**config.mk**
```make
export PLATFORM = sky130hd
export DESIGN_NAME = aud_ser_tx
export DESIGN_NICKNAME = d
export VERILOG_FILES = /design/src/rtl/aud_ser_pkg.sv /design/src/rtl/aud_ser_clkgen.sv /design/src/rtl/aud_ser_bitsel.sv /design/src/rtl/aud_ser_tx.sv
export SDC_FILE = /design/constraint.sdc
export NUM_CORES = 1
export LEC_CHECK = 0
export ABC_AREA = 1
export BUFFER_PORTS_ARGS = -buffer_cell sky130_fd_sc_hd__buf_2
export CAP_MARGIN = 25
export CORE_MARGIN = 1.5
export CORE_UTILIZATION = 50
export CTS_BUF_LIST = sky130_fd_sc_hd__clkbuf_8
export CTS_CLUSTER_DIAMETER = 50
export DETAILED_ROUTE_END_ITERATION = 16
export MAX_ROUTING_LAYER = met4
export PLACE_DENSITY = 0.68
export REMOVE_ABC_BUFFERS = 1
export SLEW_MARGIN = 10
export SYNTH_ARGS = -nofsm -noshare
export SYNTH_HDL_FRONTEND = slang
export SYNTH_HIERARCHICAL = 1
export SYNTH_SLANG_ARGS = --single-unit
```
**constraint.sdc**
```tcl
create_clock -name clk -period 9.51 [get_ports clk]
set_clock_uncertainty 0.15 [all_clocks]
set_input_delay 1.4265 -clock clk [delete_from_list [all_inputs] [get_ports clk]]
set_output_delay 1.4265 -clock clk [all_outputs]
set_load 0.02 [all_outputs]
```
**src/rtl/aud_ser_pkg.sv**
```systemverilog
package aud_ser_pkg;

    typedef enum logic [1:0] {
        ST_START = 2'd0,
        ST_LEFT  = 2'd1,
        ST_RIGHT = 2'd2
    } seq_state_t;

    // width select code to sample bits: 0->8, 1->16, 2->24, 3->32
    function automatic int unsigned sample_bits(input logic [1:0] sel);
        return 8 * (int'(sel) + 1);
    endfunction

endpackage

```
**src/rtl/aud_ser_clkgen.sv**
```systemverilog
module aud_ser_clkgen #(
    parameter int DIV_W = 8
) (
    input  logic             clk,
    input  logic             rst_n,
    input  logic [DIV_W-1:0] div,
    output logic             sck,
    output logic             fall_tick
);

    logic [DIV_W-1:0] cnt_q;
    logic             sck_q;
    logic             tick;

    assign tick      = (cnt_q == div);
    assign fall_tick = tick & sck_q;
    assign sck       = sck_q;

    always_ff @(posedge clk or negedge rst_n) begin
        if (!rst_n) begin
            cnt_q <= '0;
            sck_q <= 1'b0;
        end else if (tick) begin
            cnt_q <= '0;
            sck_q <= ~sck_q;
        end else begin
            cnt_q <= cnt_q + 1'b1;
        end
    end

endmodule

```
**src/rtl/aud_ser_bitsel.sv**
```systemverilog
module aud_ser_bitsel
    import aud_ser_pkg::*;
#(
    parameter int SMP_W  = 32,
    parameter int HLEN_W = 7
) (
    input  logic              fmt_aligned,
    input  logic              rjust,
    input  logic [1:0]        wsel,
    input  logic [HLEN_W-1:0] hlen,
    input  logic [HLEN_W:0]   slot,
    input  logic [SMP_W-1:0]  smp_l,
    input  logic [SMP_W-1:0]  smp_r,
    input  logic              lsb_hold,
    output logic              lr_lvl,
    output logic              dbit
);

    localparam int IW    = HLEN_W + 1;
    localparam int IDX_W = $clog2(SMP_W);

    logic [IW-1:0]    w, h, two_h, q, k, off, pos;
    logic [IDX_W-1:0] idx;
    logic             wrap, second;
    logic [SMP_W-1:0] word;

    always_comb begin
        w      = IW'(sample_bits(wsel));
        h      = {1'b0, hlen};
        two_h  = h << 1;
        // I2S: data lags LRCK by one slot, slot 0 carries the previous frame's last bit
        wrap   = !fmt_aligned && (slot == '0);
        if (fmt_aligned)  q = slot;
        else if (wrap)    q = two_h - 1'b1;
        else              q = slot - 1'b1;
        second = (q >= h);
        k      = second ? (q - h) : q;
        off    = (fmt_aligned && rjust) ? (h - w) : '0;
        word   = second ? smp_r : smp_l;
        pos    = k - off;
        idx    = IDX_W'(w - 1'b1 - pos);
        if (wrap)
            dbit = (h == w) ? lsb_hold : 1'b0;
        else if ((k >= off) && (pos < w))
            dbit = word[idx];
        else
            dbit = 1'b0;
        lr_lvl = fmt_aligned ? (slot < h) : (slot >= h);
    end

endmodule

```
**src/rtl/aud_ser_tx.sv**
```systemverilog
module aud_ser_tx
    import aud_ser_pkg::*;
#(
    parameter int DIV_W  = 8,
    parameter int HLEN_W = 7,
    parameter int SMP_W  = 32
) (
    input  logic              clk,
    input  logic              rst_n,
    input  logic [DIV_W-1:0]  cfg_div,
    input  logic              cfg_fmt,
    input  logic              cfg_rjust,
    input  logic [1:0]        cfg_wsel,
    input  logic [HLEN_W-1:0] cfg_hlen,
    input  logic              in_valid,
    output logic              in_ready,
    input  logic [SMP_W-1:0]  in_left,
    input  logic [SMP_W-1:0]  in_right,
    output logic              sck,
    output logic              lrck,
    output logic              sdout,
    output logic              underrun
);

    localparam int IW = HLEN_W + 1;

    seq_state_t       st_q, st_nxt;
    logic [IW-1:0]    slot_q, slot_nxt, two_h;
    logic             fall_tick, boundary, load;
    logic [SMP_W-1:0] smp_l_q, smp_r_q, smp_l_nxt, smp_r_nxt;
    logic             lsb_q, lsb_nxt;
    logic             lr_lvl, dbit;
    logic             lrck_q, sdout_q, under_q;

    aud_ser_clkgen #(.DIV_W(DIV_W)) u_clkgen (
        .clk       (clk),
        .rst_n     (rst_n),
        .div       (cfg_div),
        .sck       (sck),
        .fall_tick (fall_tick)
    );

    assign two_h = {1'b0, cfg_hlen} << 1;

    // sequencer: next state and slot
    always_comb begin
        st_nxt   = st_q;
        slot_nxt = slot_q;
        boundary = 1'b0;
        unique case (st_q)
            ST_START: if (fall_tick) begin          // START_TO_LEFT
                boundary = 1'b1;
                slot_nxt = '0;
                st_nxt   = ST_LEFT;
            end
            ST_LEFT: if (fall_tick) begin
                slot_nxt = slot_q + 1'b1;
                if (slot_nxt == {1'b0, cfg_hlen})   // LEFT_TO_RIGHT
                    st_nxt = ST_RIGHT;
            end
            ST_RIGHT: if (fall_tick) begin
                if (slot_q == two_h - 1'b1) begin   // RIGHT_TO_LEFT
                    boundary = 1'b1;
                    slot_nxt = '0;
                    st_nxt   = ST_LEFT;
                end else begin
                    slot_nxt = slot_q + 1'b1;
                end
            end
            default: st_nxt = ST_START;
        endcase
    end

    assign in_ready  = boundary;
    assign load      = boundary & in_valid;
    assign smp_l_nxt = load ? in_left  : smp_l_q;
    assign smp_r_nxt = load ? in_right : smp_r_q;
    assign lsb_nxt   = boundary ? smp_r_q[0] : lsb_q;

    aud_ser_bitsel #(.SMP_W(SMP_W), .HLEN_W(HLEN_W)) u_bitsel (
        .fmt_aligned (cfg_fmt),
        .rjust       (cfg_rjust),
        .wsel        (cfg_wsel),
        .hlen        (cfg_hlen),
        .slot        (slot_nxt),
        .smp_l       (smp_l_nxt),
        .smp_r       (smp_r_nxt),
        .lsb_hold    (lsb_nxt),
        .lr_lvl      (lr_lvl),
        .dbit        (dbit)
    );

    // state register
    always_ff @(posedge clk or negedge rst_n) begin
        if (!rst_n) st_q <= ST_START;
        else        st_q <= st_nxt;
    end

    // outputs and datapath
    always_ff @(posedge clk or negedge rst_n) begin
        if (!rst_n) begin
            slot_q  <= '0;
            smp_l_q <= '0;
            smp_r_q <= '0;
            lsb_q   <= 1'b0;
            lrck_q  <= 1'b0;
            sdout_q <= 1'b0;
            under_q <= 1'b0;
        end else if (fall_tick) begin
            slot_q  <= slot_nxt;
            smp_l_q <= smp_l_nxt;
            smp_r_q <= smp_r_nxt;
            lsb_q   <= lsb_nxt;
            lrck_q  <= lr_lvl;
            sdout_q <= dbit;
            if (boundary) under_q <= !in_valid;
        end
    end

    assign lrck     = lrck_q;
    assign sdout    = sdout_q;
    assign underrun = under_q;

endmodule

```
; ---- Word level (Yosys, flattened, before mapping)
; Index checks and enable logic that the tools add are counted.
; Widths: inputs -> output; s select.
[word_totals]
register_bits = 87
output_inout_bits = 5
elab_cells = 79
[classes]
add_sub_neg = 10
order_cmp = 6
eq_ne = 11
n_mux = 30
bitwise = 3
reduce_logical = 9
[op_table]
columns = op, n
row1 = $mux 32, 3
row2 = $mux 8, 9
row3 = $pmux 8 s3, 1
row4 = $add 8x1->8 const B, 2
row5 = $eq 8x8->1, 2
row6 = $ge 8x7->1, 2
row7 = $sub 8x1->8 const B, 2
row8 = $mux 2, 5
row9 = $ne 2x2->1 const B, 5
row10 = $mux 1, 9
row11 = $eq 8x7->1, 1
row12 = $ge 8x8->1, 1
row13 = $logic_not 8->1, 1
row14 = $lt 8x6->1, 1
row15 = $lt 8x7->1, 1
row16 = $sub 7x6->8, 1
row17 = $sub 8x7->8, 1
row18 = $sub 8x8->8, 1
row19 = $eq 7x6->1, 1
row20 = $lt 5x6->1 const B, 1
row21 = $pmux 2 s3, 1
row22 = $bmux 1 s5, 1
row23 = $reduce_and 5->1, 1
row24 = $sub 5x1->5 const B, 1
row25 = other kinds (11), 15

; ---- Depth between registers and ports, before layout
[depth]
word_depth = 17
ltp_mapped = 54

; ---- By module
; Netlist, hierarchy kept.
[modules_own_cells]
columns = mod, n_inst, cells_per_inst, area_each_um2, seq_area_each_um2
row1 = aud_ser_tx, 1, 592, 4140.2, 1951.9
row2 = aud_ser_bitsel, 1, 390, 2250.9, 0.0
row3 = aud_ser_clkgen, 1, 68, 571.8, 225.2

; ---- Worst setup path after synthesis
; No wires, ideal clock.
[synth_timing]
path_type = input port to flip-flop
startpoint = input cfg_div[4]
endpoint = register sdout_q (netlist: sdout)
setup_time_ps = 65
arrival_time_ps = 8194
t_required_ps = 9295
path_slack_ps = 1101
path_stages = 50
cell_sequence = xnor2_1 -> nand2_1 -> nor2_4 -> nand2_4 -> nor2_1 -> clkbuf_1 -> inv_1 -> clkbuf_1 -> ha_1 -> o221ai_1 -> nor2_1 -> a21oi_1 -> inv_1 -> ha_1 -> nand3_1 -> nor2_2 -> nand2_2 -> clkinv_4 -> [14 not listed] -> ha_1 -> inv_1 -> fa_1 -> a31oi_1 -> xor2_1 -> ha_1 -> inv_1 -> nor2_1 -> or2_2 -> a211oi_1 -> o21ai_0 -> a21oi_1 -> o21ai_0 -> nor2_1 -> nand3_1 -> nand2_1 -> nand2_1 -> nand2_1
[synth_between]
elab_chain_len = 16
elab_cells_between_ends = 32
classes_between = 4 x add/sub / 3 x order compare / 1 x eq/ne / 19 x mux / 2 x bitwise / 3 x reduce/logical
[synth_lines]
columns = item, line_no
row1 = from (decl), aud_ser_tx.sv:10  ; input logic [DIV_W-1:0] cfg_div,
row2 = $eq 8x8->1 *, aud_ser_clkgen.sv:15  ; assign tick = (cnt_q == div);
row3 = $and 1x1->1 *, aud_ser_clkgen.sv:16  ; assign fall_tick = tick & sck_q;
row4 = via fall_tick, aud_ser_tx.sv:29  ; logic fall_tick, boundary, load;
row5 = $mux 8 (on tied branches), "aud_ser_tx.sv:61, aud_ser_tx.sv:51, aud_ser_tx.sv:56"
row6 = $pmux 8 s3 *, aud_ser_tx.sv:50  ; unique case (st_q)
row7 = via slot_nxt[0], aud_ser_tx.sv:28  ; logic [IW-1:0] slot_q, slot_nxt, two_h;
row8 = branches (longest 11 deep; another with $sub 8x1->8), --
row9 = $mux 1 *, aud_ser_bitsel.sv:42  ; if (wrap)
row10 = via dbit, aud_ser_tx.sv:32  ; logic lr_lvl, dbit;
row11 = to (signal assigned), aud_ser_tx.sv:115  ; sdout_q <= dbit;
row12 = to (decl), aud_ser_tx.sv:33  ; logic lrck_q, sdout_q, under_q;
; Mark *: on every way through the listed nets, which the timed path passes. The select of a mux whose other input is x is not followed.
; A chain may end at the register's enable or synchronous reset.

; ---- Worst setup path in the final report
[layout_timing]
startpoint = input cfg_div[2]
endpoint = register sdout_q (netlist: sdout)
; The elaborated chain is that of the path after synthesis.

==> results by group <==
Global routing
  • Total gr overflow: 0
  • Met1 usage: 36.4%
  • Vias in the first global route: 6118
  • Grt peak-use layer: met2
  • Overall global routing resource usage: 25.9%
  • First-pass GRT wire length: 29700 um
  • Pin count of the biggest net entering global routing: 71
  • Initial antenna violation count: 0
  • Met3 GRT Util: 3.62%
  • Met2 usage: 40.8%

Placed design
  • GPL Wtd Cong: 0.924
  • Post-DP HPWL: 13200 um
  • # port buffers: 90

Timing
  • RSZ-0062 raised after global routing: no
  • TNS Setup: 0 ps
  • Slew HR: 54.9%
  • Minimum clock period after layout: 8510 ps
  • Final number of hold-violating endpoints: 0
  • Hold WS: 327 ps
  • Slew @ Worst Pin: 676 ps
  • Post-route clock period utilization: 89.5%
  • Max-slew violations: 0
  • Setup-failing EPs final: 0
  • Fmax: 0.117 GHz

Critical path
  • WP data required: 9660 ps
  • WS Path Type: input pin to register
  • Max incr delay on CP: 400 ps
  • CP max-delay cell: fa_1
  • R2R Setup Slk: 1680 ps
  • Register-to-Register Path Depth: 51
  • Arr. time, crit path: 8660 ps
  • Crit Path Max Fanout: 33
  • Reg2reg start: u_clkgen/cnt_q[5]$_DFF_PN0_
  • CP Capture Type: register
  • Worst path most repeated cell: nand2_1
  • R2r endpoint: sdout$_DFFE_PN0P_
  • Type of origin of the critical path: input pin

Flow run
  • Maxcap violations: 0

Floorplanning
  • Die height: 121 um
  • Rows: 42
  • Initial core utilization: 52.0%
  • Full die area: 0.0146 sq mm
  • Core area: 0.0134 sq mm
  • I/O pin count: 91
  • Chip width: 121 um

Clocking
  • CTS tree: yes
  • Post-CTS setup buffers: 0
  • Clock buffer depth: 2
  • Clk root buf: clkbuf_8
  • Post-CTS sizing: 0
  • Total clock sinks: 87
  • Hold Buf Count CTS: 0
  • Clock latency on the worst-skew pair: 360 ps
  • Htree depth: 3
  • TritonCTS Buffers: 9
  • Clk slew on worst S/H paths: 90 ps

Worst hold path
  • Hold Path End: smp_l_q[21]$_DFFE_PN0P_
  • Hold_sp: smp_l_q[21]$_DFFE_PN0P_
  • WHS Path Cells: 2
  • Hold Crit Class: register to register

Drt
  • Wirelength per Cell: 13.8 um
  • DRT antenna net count: 0
  • DRT Pass-1 Iters: 5
  • Initial drt markers: 537
  • Residual DRC: 0
  • Via density: 5.29
  • Total number of vias: 6881
  • DRT Wirelength: 17900 um

Yosys
  • Post-Syn Instances: 1050
  • Ys Warns: 6
  • Yosys reg bits: 87
  • Synth cell types: 43
  • Seq/Total Area, Yosys: 31.3%
  • Cell Area, Synth: 0.00696 sq mm
  • Mapped Avg Cell Area: 6.63 sq um

Power
  • Maximum VDD drop: 0.0797 mV
  • Lkg Pwr: 4.57 nW
  • PwrDens: 152 mW/mm^2

Run status
  • Status: finished, final reports clean

Finish
  • Layout area overhead: 10.3%
  • Most frequent cells in the layout: nand2_1 (411), nand3_1 (162), buf_2 (89)
  • Number of antenna diodes: 0
  • Most common cell after layout, fill and taps aside: nand2_1
  • Share of cells above drive strength 1: 13.3%
  • Nets: 1244
  • Fill cell total of the finished layout: 1375
critical path, delay by kind of cell:
family                   cells  cell delay (ps)
AND/OR/NAND/NOR             25             2460
AO/OA/AOI/OAI                9             1400
adder cells (fa/ha/maj)      6             1790
XOR/XNOR                     2              320
buffers and inverters        8             1240
power by group:
group | total [mW] | switching, mW | internal (mW)
clock network | 0.260 | 0.132 | 0.128
logic | 0.492 | 0.301 | 0.191
registers | 0.418 | 0.0283 | 0.389
total | 1.17 | 0.461 | 0.708
registers in the layout, indices dropped and copies added, names as in the netlist:
signal          count
u_clkgen/cnt_q      8
lsb_q               1
smp_r_q            32
sdout               1
lrck                1
underrun            1
u_clkgen/sck        1
smp_l_q            32
slot_q              8
st_q                2
cell families after synthesis:
logic type	synth area share (%)
buf+inv	8.16
fa+ha+maj	7.33
xor+xnor	3.52
simple gates	44.1
compound gates	5.66
flops	31.3
how the worst max path moves through the flow:
stage                             end       start  slack (ps)
global placement    sdout$_DFFE_PN0P_  cfg_div[0]         850
floorplan           sdout$_DFFE_PN0P_  cfg_div[4]         480
global route        sdout$_DFFE_PN0P_  cfg_div[0]         320
CTS                 sdout$_DFFE_PN0P_  cfg_div[2]         980
finish              sdout$_DFFE_PN0P_  cfg_div[2]        1000
detailed placement  sdout$_DFFE_PN0P_  cfg_div[2]         620
synthesized netlist by cell type, drive strengths merged:
library cell	count	area [sq um]
or2	5	31.3
fa	3	60.1
nand4	34	219
nand2	416	1580
nor2	69	315
dfrtp	87	2180
nand3	165	856
a21oi	17	96.4
o211ai	1	7.51
xnor2	12	105
ha	36	450
nor3	9	61.3
clkinv	2	12.5
a211oi	2	15.0
o21a	1	7.51
buf	27	178
o221ai	3	26.3
xor2	16	140
clkbuf	14	52.6
and2	1	6.26
a31oi	4	25.0
o21bai	3	22.5
o21ai	33	165
inv	86	325
o22ai	1	6.26
a21o	3	22.5
area by class of cell:
type | instances | area (sq um) | area share, %
clock buffers | 10 | 138 | 1.79
inverters | 88 | 338 | 4.40
flip-flops and latches | 87 | 2180 | 28.4
multi-input cells | 834 | 4220 | 54.9
repair buffers | 99 | 528 | 6.88
well taps | 176 | 220 | 2.87
clock inverters | 6 | 60.1 | 0.782
per-layer routing:
metal | vias up | share of wire (%)
li1 | 3546 | -
met1 | 3148 | 48
met2 | 167 | 46
met3 | 20 | 4.6
met4 | 0 | 1.1
met5 | - | 0
through the flow:
stage | cells | total power, mW | util (%) | setup slack, ps | area [sq um]
after global placement | 1283 | 0.908 | 55.7 | 846 | 7470
after global routing | 1300 | 1.26 | 57.3 | 319 | 7680
after floorplan | 1009 | 0.772 | - | 484 | 6730
after CTS | 1299 | 1.18 | 57.2 | 984 | 7660
final | 1300 | 1.17 | 57.3 | 999 | 7680
after detailed placement | 1283 | 0.914 | 55.7 | 622 | 7470
(Power assumes the default switching activity.)
